`src/rtl/ivl_pkg.sv`:
```
package ivl_pkg;

  // Smallest gap the generator ever produces, in clock periods.
  localparam int unsigned GAP_MIN = 2;

  typedef enum logic {
    GEN_IDLE = 1'b0,
    GEN_RUN  = 1'b1
  } gen_state_e;

endpackage

```
`src/rtl/ivl_ctrl.sv`:
```
module ivl_ctrl
  import ivl_pkg::*;
(
  input  logic clk,
  input  logic rst,
  input  logic enable,
  input  logic gap_done,
  output logic start,
  output logic step,
  output logic pulse
);

  gen_state_e state_q;

  // A start is the first enabled cycle in the idle state; it fires a pulse at once.
  assign start = (state_q == GEN_IDLE) && enable;
  // The counters advance only while running and still enabled.
  assign step  = (state_q == GEN_RUN) && enable;

  always_ff @(posedge clk) begin
    if (rst) begin
      state_q <= GEN_IDLE;
      pulse   <= 1'b0;
    end else begin
      pulse <= start || gap_done;
      if (start) begin
        state_q <= GEN_RUN;
      end else if ((state_q == GEN_RUN) && !enable) begin
        state_q <= GEN_IDLE;
      end
    end
  end

  // reset forces the line low on the next cycle
  p_rst_quiet_r1: assert property (@(posedge clk) rst |=> !pulse);

  // no pulse is longer than one cycle
  p_one_cycle_r3: assert property (@(posedge clk) disable iff (rst)
    pulse |=> !pulse);

  // with enable low, no pulse follows
  p_idle_quiet_r9: assert property (@(posedge clk) disable iff (rst)
    !enable |=> !pulse);

  // a rising enable yields a pulse on the next cycle
  p_first_pulse_r2: assert property (@(posedge clk) disable iff (rst)
    $rose(enable) |=> pulse);

endmodule

```
`src/rtl/ivl_gap_counter.sv`:
```
module ivl_gap_counter #(
  parameter int unsigned VAL_W = 8
) (
  input  logic             clk,
  input  logic             rst,
  input  logic             start,
  input  logic             step,
  input  logic [VAL_W-1:0] gap,
  output logic [VAL_W-1:0] cnt,
  output logic             done
);

  localparam logic [VAL_W-1:0] ONE = VAL_W'(1);

  // cnt holds the number of periods elapsed since the last pulse.
  assign done = step && (cnt == gap);

  always_ff @(posedge clk) begin
    if (rst) begin
      cnt <= '0;
    end else if (start) begin
      cnt <= ONE;
    end else if (step) begin
      cnt <= done ? ONE : cnt + ONE;
    end else begin
      cnt <= '0;
    end
  end

  // while stepping, the count is never zero, so a gap of 2 is always reachable
  p_cnt_live_r4: assert property (@(posedge clk) disable iff (rst)
    step |-> (cnt != '0));

endmodule

```
`src/rtl/ivl_sweep.sv`:
```
module ivl_sweep
  import ivl_pkg::*;
#(
  parameter int unsigned VAL_W = 8
) (
  input  logic             clk,
  input  logic             rst,
  input  logic             start,
  input  logic             gap_done,
  input  logic [VAL_W-1:0] max_in,
  output logic [VAL_W-1:0] cur,
  output logic [VAL_W-1:0] lim
);

  localparam logic [VAL_W-1:0] FLOOR = VAL_W'(GAP_MIN);

  logic [VAL_W-1:0] lim_next;

  // limits below the floor are raised to it
  assign lim_next = (max_in < FLOOR) ? FLOOR : max_in;

  always_ff @(posedge clk) begin
    if (rst) begin
      cur <= FLOOR;
      lim <= FLOOR;
    end else if (start) begin
      cur <= FLOOR;
      lim <= lim_next;
    end else if (gap_done) begin
      if (cur >= lim) begin
        cur <= FLOOR;
        lim <= lim_next;
      end else begin
        cur <= cur + 1'b1;
      end
    end
  end

  // the active limit never drops below the floor
  p_lim_floor_r7: assert property (@(posedge clk) disable iff (rst)
    lim >= FLOOR);

  // the current gap stays inside the window from the floor to the limit
  p_cur_window_r6: assert property (@(posedge clk) disable iff (rst)
    (cur >= FLOOR) && (cur <= lim));

endmodule

```
`src/rtl/ramp_pulse_gen.sv`:
```
module ramp_pulse_gen #(
  parameter int unsigned VAL_W = 8
) (
  input  logic             clk,
  input  logic             rst,
  input  logic             enable,
  input  logic [VAL_W-1:0] max_value,
  output logic             pulse
);

  logic             start;
  logic             step;
  logic             gap_done;
  logic [VAL_W-1:0] cnt;
  logic [VAL_W-1:0] cur;
  logic [VAL_W-1:0] lim;

  ivl_ctrl u_ctrl (
    .clk      (clk),
    .rst      (rst),
    .enable   (enable),
    .gap_done (gap_done),
    .start    (start),
    .step     (step),
    .pulse    (pulse)
  );

  ivl_gap_counter #(.VAL_W(VAL_W)) u_cnt (
    .clk   (clk),
    .rst   (rst),
    .start (start),
    .step  (step),
    .gap   (cur),
    .cnt   (cnt),
    .done  (gap_done)
  );

  ivl_sweep #(.VAL_W(VAL_W)) u_sweep (
    .clk      (clk),
    .rst      (rst),
    .start    (start),
    .gap_done (gap_done),
    .max_in   (max_value),
    .cur      (cur),
    .lim      (lim)
  );

  // the elapsed count never overtakes the gap being measured
  p_cnt_bound_r5: assert property (@(posedge clk) disable iff (rst)
    step |-> (cnt <= cur));

  // the limit holds steady on every running cycle that ends no gap
  p_lim_hold_r8: assert property (@(posedge clk) disable iff (rst)
    (step && !gap_done) |=> $stable(lim));

endmodule

```
`config.mk`:
```
export PLATFORM = sky130hd
export DESIGN_NAME = ramp_pulse_gen
export DESIGN_NICKNAME = d
export VERILOG_FILES = /design/src/rtl/ivl_pkg.sv /design/src/rtl/ivl_ctrl.sv /design/src/rtl/ivl_gap_counter.sv /design/src/rtl/ivl_sweep.sv /design/src/rtl/ramp_pulse_gen.sv
export SDC_FILE = /design/constraint.sdc
export NUM_CORES = 1
export LEC_CHECK = 0
export ABC_AREA = 1
export BUFFER_PORTS_ARGS = -buffer_cell sky130_fd_sc_hd__buf_2
export CAP_MARGIN = 20
export CORE_MARGIN = 3
export CORE_UTILIZATION = 38
export CTS_CLUSTER_DIAMETER = 60
export DETAILED_ROUTE_END_ITERATION = 6
export SLEW_MARGIN = 20
export SYNTH_ARGS = -nofsm -noshare
export SYNTH_HDL_FRONTEND = slang
export SYNTH_SLANG_ARGS = --single-unit
```
`constraint.sdc`:
```
create_clock -name clk -period 1.7 [get_ports clk]
set_input_delay 0.085 -clock clk [delete_from_list [all_inputs] [get_ports clk]]
set_output_delay 0.085 -clock clk [all_outputs]
set_load 0.05 [all_outputs]
```
==> key figures, run 1 <==
Floorplan
  – Die Y: 71.7 um
  – Die area: 5140 um2
  – Starting Density: 0.402
  – Die span in x: 71.7 um
  – Rows: 23
  – Core ar.: 4090 um2
  – Count of boundary I/O pins: 12

Logic synthesis
  – Yosys top cell by area: dfxtp_1
  – Register bit total from synthesis: 26
  – Sequential area share after synthesis: 0.317
  – Mapped Cells: 253
  – Synthesized area: 1640 um2
  – Synthesized area per cell: 6.49 um2
  – Yosys cell types: 30
  – Synth Flop Type: dfxtp_1
  – Synth top area share: 0.317
  – Synth top area cells: dfxtp_1 32%, nand2_1 17%, ha_1 9.1%, inv_1 8.7%, nor2_1 8.7%
  – FFs w/ async S/R, synth: 0
  – Post-synth EDFFs: 0
  – Synthesized Nets: 276
  – Yosys warns: 0

Timing
  – Final worst setup slack: 141 ps
  – Final min period: 1560 ps
  – Slew HR: 0.778
  – Skew final: 7.33 ps
  – Fmax: 0.642 GHz
  – Sum of negative setup slack: 0 ps
  – Final setup viols: 0
  – Final Hold Vio Count: 0
  – Final Cycle Share: 0.917
  – Hold Slack: 55.3 ps
  – Pins Over Slew Limit: 0
  – Slew of the pin with the lowest slew margin: 331 ps

Layout
  – Share of cells above drive strength 1: 0.197
  – Commonest non-fill, non-tap cell in the layout: nand2_1
  – Final net count: 303
  – Final-layout fill cell count: 444
  – P&R area growth vs syn: 20.2%
  – Antenna Cells: 0
  – Final core occ: 0.483
  – Commonest non-fill, non-tap cells in the layout: 69 x nand2_1, 38 x inv_1, 36 x nor2_1

Power and ir drop
  – Pwr Total: 1450 uW
  – Max VDD drop: 0.000606 V
  – Pwr Density: 733 nW/um2
  – Leak: 0.000926 uW

Worst setup path
  – Reg2reg end: u_sweep.lim[1]
  – Critical Path Source Type: flip-flop
  – Crit. End Element: flip-flop
  – Crit path DAT: 1720 ps
  – Crit path max fanout: 7
  – Flop2flop setup slack: 140 ps
  – Required @ worst endpoint: 1860 ps
  – FF-to-FF Start: u_sweep.lim[1]
  – Worst R2R Path Depth: 12
  – Setup Crit Path Kind: reg2reg

Clock tree
  – Bufs on Longest Clock Path: 2
  – # H-tree levels: 1
  – Clk slew on worst S/H paths: 100 ps
  – CTS tree: yes
  – CTS Sinks: 26
  – Root Driver: clkbuf_8
  – Worst skew pair latency: 280 ps
  – CTS Buf Count: 3

Placed design
  – DP Wirelength: 2870 um
  – RePlAce Congestion: 0.847
  – I/O Buffers: 11
  – Pre-CTS setup slack: 11.6 ps

Hold path
  – HP Start: max_value[7]
  – HP Class: in2reg
  – WHS Path Cells: 3
  – Hold endpoint: u_sweep.lim[7]

Outcome
  – Status: finished clean

Routing
  – TritonRoute pass-1 iters: 4
  – Initial drt markers: 54
  – Final WL: 3730 um
  – Routed via count: 1535
  – Routed Antenna Nets: 0
  – Wire length per cell: 11.3 um
  – DRC viols: 0
  – DR vias/cell: 4.67

Global routing
  – First-pass GRT wire length: 6090 um
  – Largest net degree at the start of global routing: 16
  – Initial antenna violation count: 0
  – GRT Residual Overflow: 0
  – Vias in the first global route: 1362
  – Tot GR Track Use: 0.149

Run
  – Maximum capacitance violations: 0
area by class of cell:
type                       count  area, um2  area share
inverter                      42        158      0.0799
multi-input combinational    185       1010       0.510
timing repair buffer          22        144      0.0729
tap                           50       62.6      0.0317
clock inverter                 1       30.0      0.0152
sequential                    26        531       0.269
clock buffer                   3       41.3      0.0209
metrics by stage:
step	std cells	cell area, um2
CTS	326	1890
floorplan	253	1640
global route	329	1970
global placement	321	1810
detailed placement	321	1810
finish	329	1970
Yosys cell counts, types with 2 or more instances:
cell,instances
inv_2,3
nand2_1,73
nand4_1,4
ha_1,12
xor2_1,2
inv_1,38
o21ai_0,6
o21ai_1,4
nand3_1,15
nor2_2,2
nand2_2,4
dfxtp_1,26
nor2_1,38
nor3_1,3
a21oi_1,8
flip-flops by register name (all words and copies together) (netlist names):
name and flops:
u_cnt.cnt 8, u_sweep.cur 8, u_sweep.lim 8, u_ctrl.pulse 1
u_ctrl.state_q 1
worst max-delay path, cell delays in order (launching register included):
cell and delay (ps):
dfxtp_1 360, inv_1 60, ha_1 290, nand2_1 80, nor2_1 40, nor2_1 80
nand2_1 70, nand2_2 90, nand2_2 80, nand2_4 90, nand2_4 80, nand2_1 80
nand3_1 60
cell families (layout without fill, tap and decap cells):
| logic type | count (synthesis) | in the layout | synth area share |
|---|---|---|---|
| AND/OR/NAND/NOR | 146 | 147 | 0.396 |
| buffers and inverters | 43 | 68 | 0.103 |
| adder cells (fa/ha/maj) | 12 | 12 | 0.0915 |
| flip-flops | 26 | 26 | 0.317 |
| XOR/XNOR | 3 | 3 | 0.0160 |
| AO/OA/AOI/OAI | 23 | 23 | 0.0770 |
report_power, final:
group	switching [uW]	total [uW]	internal, uW
clock network	208	523	315
registers	19.7	661	641
logic	164	262	97.6
total	391	1450	1050
worst max-delay path by stage:
stage,from,endpoint,slack [ps],cells past startpoint
6_report,u_sweep.lim[1],u_sweep.lim[1],140,12
3_3_place_gp,u_sweep.cur[3],u_sweep.lim[1],10,11
5_1_grt,u_sweep.cur[5],u_sweep.lim[3],-6,12
2_1_floorplan,u_sweep.cur[0],u_sweep.lim[0],210,12
4_1_cts,u_sweep.cur[0],u_sweep.cur[2],-6,11
3_5_place_dp,u_sweep.cur[3],u_sweep.cur[2],10,10
repair_timing:
action,in CTS,in global routing
pin swaps,0,7
cloned,0,1
endpoints found under the hold margin,1,0
setup endpoints to repair,5,19
hold buffers,1,0
resized for setup,1,20
buffers inserted,0,2
per-layer routing:
layer	GRT usage	vias to the layer above	share of wire
li1	-	843	-
met1	0.209	668	0.51
met2	0.229	20	0.45
met3	0.0266	4	0.029
met4	0.0522	0	0.012
met5	0	-	0
(Power assumes the default switching activity.)
==> run 2, diff against run 1 <==
==> constraint.sdc (replaced) <==
create_clock -name clk -period 1.7 [get_ports clk]
set_input_delay 0.34 -clock clk [delete_from_list [all_inputs] [get_ports clk]]
set_output_delay 0.34 -clock clk [all_outputs]
set_load 0.05 [all_outputs]
==> run 2 against run 1 <==
  * Clock skew is 3.4 ps lower
  * Sequential cell count stayed put
  * First-iteration DRC count is 13% lower
  * Via count is 0.59% higher
  * Combinational power is 6% higher
  * Critical path depth is 5 lower
  * Total power is 6.8% lower
  * Register-to-register slack hardly changed
  * Clock power is 23% lower
  * Die area stayed put
==> key figures, run 2 (same netlist as run 1, synthesis figures left out) <==
Outcome
  – Status: finished clean

Floorplan
  – Die area: 5140 um2 (unchanged)
  – Die Y: 71.7 um (unchanged)
  – Count of boundary I/O pins: 12 (unchanged)
  – Core ar.: 4090 um2 (unchanged)
  – Die span in x: 71.7 um (unchanged)
  – Starting Density: 0.402 (unchanged)
  – Rows: 23 (unchanged)

Timing
  – Slew of the pin with the lowest slew margin: 560 ps (+229 ps)
  – Final min period: 1550 ps (-6.22 ps)
  – Hold Slack: 257 ps (+202 ps)
  – Final Hold Vio Count: 0 (unchanged)
  – Final setup viols: 0 (unchanged)
  – Skew final: 3.94 ps (-3.39 ps)
  – Fmax: 0.644 GHz (+0.40%)
  – Pins Over Slew Limit: 0 (unchanged)
  – Final worst setup slack: 148 ps (+6.22 ps)
  – Sum of negative setup slack: 0 ps (unchanged)
  – Slew HR: 0.623 (-0.155)
  – Final Cycle Share: 0.913 (-0.00366)

Hold path
  – WHS Path Cells: 2 (-1)
  – Hold endpoint: u_ctrl.pulse
  – HP Start: rst
  – HP Class: in2reg

Layout
  – Commonest non-fill, non-tap cells in the layout: 68 x nand2_1, 37 x inv_1, 36 x nor2_1
  – Commonest non-fill, non-tap cell in the layout: nand2_1
  – Design area: 1980 um2 (+0.51%)
  – Share of cells above drive strength 1: 0.217 (+0.0195)
  – Antenna Cells: 0 (unchanged)
  – Final core occ: 0.485 (+0.00245)
  – Final-layout fill cell count: 436 (-1.8%)
  – P&R area growth vs syn: 20.8%
  – Final net count: 301 (-0.66%)
  – Biggest regs: u_cnt.cnt x8, u_sweep.cur x8, u_sweep.lim x8

Power and ir drop
  – Leak: 0.000912 uW (-1.4%)
  – Clock power share: 0.300 (-0.062)
  – Cell-internal power: 959 uW (-9.0%)
  – Pwr Density: 679 nW/um2 (-7.3%)
  – Sequential share of power: 0.493 (+0.036)
  – Switching share of power: 0.288 (+0.0170)
  – Max VDD drop: 0.000422 V (-30%)
  – Switch Pwr: 388 uW (-0.94%)
  – Comb pwr share: 0.207 (+0.026)

Clock tree
  – Hold-fix buffer count after cts: 0 (-1)
  – Worst skew pair latency: 270 ps (about the same)
  – CTS Sinks: 26 (unchanged)
  – Bufs on Longest Clock Path: 2 (unchanged)
  – Clk slew on worst S/H paths: 90 ps (about the same)
  – # H-tree levels: 1 (unchanged)
  – CTS resizes: 0 (-1)
  – CTS tree: yes
  – CTS Buf Count: 3 (unchanged)
  – Root Driver: clkbuf_8
  – Post-CTS setup buffer count: 0 (unchanged)

Worst setup path
  – Crit-path slowest cell: dfxtp_1
  – Setup Crit Path Kind: reg2reg
  – Max stage delay on crit path: 480 ps (+120 ps)
  – Crit path max fanout: 6 (-1)
  – Crit. End Element: flip-flop
  – Buffers & Inverters on Critical Path: 1 (unchanged)
  – Reg2reg end: u_sweep.cur[1]
  – Critical Path Source Type: flip-flop
  – CP Cell Sequence: ha_1 > nand2_1 > o21a_1 > nand2_2 > buf_4 > o21ai_1 > o211ai_1
  – Flop2flop setup slack: 150 ps (about the same)
  – Crit path DAT: 1700 ps (-20 ps)
  – Largest delay contributor family on the critical path: flip-flops
  – Worst R2R Path Depth: 7 (-5)
  – Required @ worst endpoint: 1840 ps (-20 ps)
  – FF-to-FF Start: u_sweep.cur[6]

Routing
  – DR vias/cell: 4.72 (+1.2%)
  – Initial drt markers: 47 (-13%)
  – Wire length per cell: 11.1 um (-2.6%)
  – Final WL: 3610 um (-3.2%)
  – TritonRoute pass-1 iters: 4 (unchanged)
  – DRC viols: 0 (unchanged)
  – Routed via count: 1544 (+0.59%)
  – Routed Antenna Nets: 0 (unchanged)

Run
  – Maximum capacitance violations: 0 (unchanged)

Global routing
  – Largest net degree at the start of global routing: 15 (-1)
  – GRT Residual Overflow: 0 (unchanged)
  – Initial antenna violation count: 0 (unchanged)
  – First-pass GRT wire length: 6160 um (+1.1%)
  – Vias in the first global route: 1377 (+1.1%)
  – Tot GR Track Use: 0.147 (-0.00142)

Placed design
  – Pre-CTS setup slack: 13.6 ps (+2.04 ps)
  – Placed cell area: 1820 um2 (+0.83%)
  – RePlAce Congestion: 0.847 (about the same)
  – I/O Buffers: 11 (unchanged)
  – DP Wirelength: 2880 um (+0.33%)
## run 2: final cells by class
type                    instances  area [um2]  share of cell area
inverters                      42         158              0.0795
repair buffers                 21         134              0.0675
flip-flops and latches         26         528               0.266
well taps                      50        62.6              0.0315
multi-input cells             184        1050               0.527
clock buffers                   4        55.1              0.0278
## run 2: worst max-delay path by stage
stage / startpoint / to / slack, ps / cells past startpoint
floorplan: u_sweep.cur[0] / u_sweep.lim[0] / 210 / 12
global placement: enable / u_sweep.lim[7] / 50 / 11
detailed placement: enable / u_sweep.lim[7] / 10 / 11
CTS: u_sweep.lim[3] / u_sweep.cur[0] / 50 / 11
global route: u_sweep.cur[0] / u_sweep.cur[7] / -10 / 12
finish: u_sweep.cur[6] / u_sweep.cur[1] / 150 / 7
## run 2: power by group through the flow
stage / registers, uW / clock network [uW] / logic, uW
final: 664 / 404 / 279
after global routing: 668 / 449 / 326
after CTS: 662 / 430 / 251
after detailed placement: 676 / 0 / 250
after global placement: 677 / 0 / 246
after floorplan: 677 / 0 / 174
## run 2: through the flow
step	cells	power, uW
after floorplan	253	851
after global placement	323	923
after detailed placement	323	927
after CTS	327	1340
after global routing	327	1440
final	327	1350
## run 2: routing by layer
layer	global-route usage	up-vias	wire (um)
met1	0.218	675	1880
met5	0	-	0
met2	0.223	26	1580
met4	0.0313	0	20
met3	0.0252	2	139
li1	-	841	-
## run 2: worst register-to-register path: stages, from the launching register on
cell	delay (ps)
dfxtp_1	480
ha_1	280
nand2_1	90
o21a_1	170
nand2_2	70
buf_4	140
o21ai_1	110
o211ai_1	90
==> run 3, diff against run 2 <==
--- a/config.mk
+++ b/config.mk
@@ -13,4 +13,5 @@
 export CTS_CLUSTER_DIAMETER = 60
 export DETAILED_ROUTE_END_ITERATION = 6
+export MAX_ROUTING_LAYER = met4
 export SLEW_MARGIN = 20
 export SYNTH_ARGS = -nofsm -noshare
==> constraint.sdc (replaced) <==
create_clock -name clk -period 1.7 [get_ports clk]
set_input_delay 0.255 -clock clk [delete_from_list [all_inputs] [get_ports clk]]
set_output_delay 0.255 -clock clk [all_outputs]
set_load 0.05 [all_outputs]
==> run 3 against run 2 <==
  * Worst hold slack worse by 85 ps
  * Die area unchanged
  * Largest power group unchanged
  * Sequential share of layout area up 0.94 points
  * First-iteration DRC count rose to 2.8 times the previous value
  * Critical path type unchanged
  * Critical path depth up 4
  * Register-to-register slack worse by 30 ps
  * Sequential cell count unchanged
  * Combinational power down 5%
  * Core utilization down 1.7 points
  * Critical endpoint is now u_sweep.lim[4]
  * Highest routed layer unchanged
==> key figures, run 3 (same netlist as run 1, synthesis figures left out) <==
Worst setup path
  – Max stage delay on crit path: 400 ps (-80 ps)
  – Critical Path Source Type: flip-flop
  – Crit. End Element: flip-flop
  – Crit path DAT: 1750 ps (+50 ps)
  – Crit path max fanout: 8 (+2)
  – CP Cell Sequence: inv_1 > nand2_1 > nand2_1 > inv_1 > nand2_1 > nor2_4 > nand3_4 > nand2_4 > nand3_1 > nand2_1 > nor2_1
  – Crit-path slowest cell: dfxtp_1
  – Worst R2R Path Depth: 11 (+4)
  – Setup Crit Path Kind: reg2reg
  – Required @ worst endpoint: 1870 ps (+30 ps)
  – Worst path most repeated cell: nand2_1

Routing
  – Final WL: 3680 um (+1.9%)
  – Wire length per cell: 11.3 um (+2.5%)
  – TritonRoute pass-1 iters: 4 (unchanged)
  – Routed Antenna Nets: 0 (unchanged)
  – DRC viols: 0 (unchanged)
  – Routed via count: 1552 (+0.52%)
  – DR vias/cell: 4.78 (+1.1%)
  – Initial drt markers: 130 (+180%)

Power and ir drop
  – Sequential share of power: 0.517 (+0.024)
  – Pwr Total: 1280 uW (-5.3%)
  – Max VDD drop: 0.000415 V (-1.6%)
  – Clock power share: 0.275 (-0.025)
  – Switching share of power: 0.293 (+0.00550)
  – Leak: 0.000886 uW (-2.9%)
  – Comb pwr share: 0.208 (about the same)
  – Switch Pwr: 374 uW (-3.4%)
  – Cell-internal power: 902 uW (-6.0%)
  – Pwr Density: 666 nW/um2 (-1.9%)

Layout
  – Multi-input logic area: 1010 um2 (-3.7%)
  – Fin cells: 325 (-0.61%)
  – Final-layout fill cell count: 450 (+3.2%)
  – Commonest non-fill, non-tap cell in the layout: nand2_1
  – Reg area: 528 um2 (unchanged)
  – Biggest regs: u_cnt.cnt x8, u_sweep.cur x8, u_sweep.lim x8
  – Commonest non-fill, non-tap cells in the layout: 69 x nand2_1, 38 x inv_1, 35 x nor2_1
  – Final net count: 300 (-0.33%)
  – Share of cells above drive strength 1: 0.182 (-0.0348)
  – P&R area growth vs syn: 16.7%
  – Antenna Cells: 0 (unchanged)

Timing
  – Pins Over Slew Limit: 0 (unchanged)
  – Final Hold Vio Count: 0 (unchanged)
  – Skew final: 8.23 ps (+4.29 ps)
  – RSZ-0062 raised after global routing: true
  – Final min period: 1580 ps (+25.3 ps)
  – Final setup viols: 0 (unchanged)
  – Slew HR: 0.619 (-0.00397)
  – Sum of negative setup slack: 0 ps (unchanged)
  – Fmax: 0.634 GHz (-1.6%)
  – Final Cycle Share: 0.928 (+0.0149)
  – Slew of the pin with the lowest slew margin: 566 ps (+5.89 ps)

Placed design
  – DP Wirelength: 2930 um (+1.8%)
  – RePlAce Congestion: 0.822 (-2.9%)
  – I/O Buffers: 11 (unchanged)
  – Placed insts: 320 (-0.93%)

Outcome
  – Status: finished clean

Global routing
  – GRT Residual Overflow: 0 (unchanged)
  – Largest net degree at the start of global routing: 14 (-1)
  – Initial antenna violation count: 0 (unchanged)
  – First-pass GRT wire length: 6300 um (+2.2%)
  – Tot GR Track Use: 0.158 (+0.0104)
  – Vias in the first global route: 1407 (+2.2%)

Hold path
  – WHS Path Cells: 2 (unchanged)
  – HP Class: in2reg

Clock tree
  – Worst skew pair latency: 270 ps (about the same)
  – Root Driver: clkbuf_8
  – Bufs on Longest Clock Path: 2 (unchanged)
  – # H-tree levels: 1 (unchanged)
  – Clk slew on worst S/H paths: 90 ps (about the same)
  – CTS Buf Count: 3 (unchanged)
  – Hold-fix buffer count after cts: 0 (unchanged)
  – CTS tree: yes
  – CTS Sinks: 26 (unchanged)

Floorplan
  – Starting Density: 0.402 (unchanged)
  – Die Y: 71.7 um (unchanged)
  – Die span in x: 71.7 um (unchanged)
  – Count of boundary I/O pins: 12 (unchanged)
  – Core ar.: 4090 um2 (unchanged)
  – Rows: 23 (unchanged)
  – Die area: 5140 um2 (unchanged)

Run
  – Maximum capacitance violations: 0 (unchanged)
[run 3: cell count changes in the layout (fill, tap and decap cells not counted), sizes merged]
cell	delta
buf	-2
nand3	+1
clkbuf	-1
[run 3: path summary, 6_finish.rpt]
| check | from | to | slack [ps] |
|---|---|---|---|
| max | u_sweep.cur[1] | u_sweep.lim[4] | 120 |
| min | rst | u_ctrl.pulse | 170 |
| max reg2reg | u_sweep.cur[1] | u_sweep.lim[4] | 120 |
| min reg2reg | u_sweep.lim[1] | u_sweep.lim[1] | 480 |
[run 3: worst max-delay path: cells and delay by family (launching register included)]
family	cells	cell delay [ps]
simple gates	9	880
flops	1	400
buf+inv	2	180
[run 3: metal layers]
layer,global-route usage,up-vias,part of all wire
met5,-,-,0
met4,0.0501,0,0.014
met3,0.0210,6,0.047
met2,0.241,36,0.43
met1,0.216,673,0.51
li1,-,837,-
[run 3: power by group through the flow]
stage | Sequential [uW] | Clock [uW] | Combinational [uW]
5_1_grt | 665 | 402 | 312
4_1_cts | 661 | 369 | 246
3_5_place_dp | 675 | 0 | 244
6_report | 660 | 351 | 265
3_3_place_gp | 675 | 0 | 241
2_1_floorplan | 677 | 0 | 174
[run 3: cell type report]
cell class / count / share of cell area
sequential: 26 / 0.276
tap: 50 / 0.0327
clock buffer: 3 / 0.0216
timing repair buffer: 19 / 0.0621
multi-input combinational: 185 / 0.526
inverter: 42 / 0.0823
[run 3: timing repair]
action | CTS | global route
buffers inserted | 0 | 1
endpoints found under the setup margin | 0 | 15
hold endpoints to repair | 0 | 0
gates resized for setup | 0 | 19
[run 3: per-stage QoR]
step / hold slack, ps / instance area (um2) / setup slack, ps / utilization
finish: 172 / 1920 / 122 / 0.469
global route: 165 / 1920 / -45.8 / 0.469
CTS: 165 / 1840 / 23.8 / 0.451
detailed placement: 462 / 1800 / 46.1 / 0.441
global placement: 456 / 1800 / 38.3 / 0.441
floorplan: 324 / 1640 / 212 / -
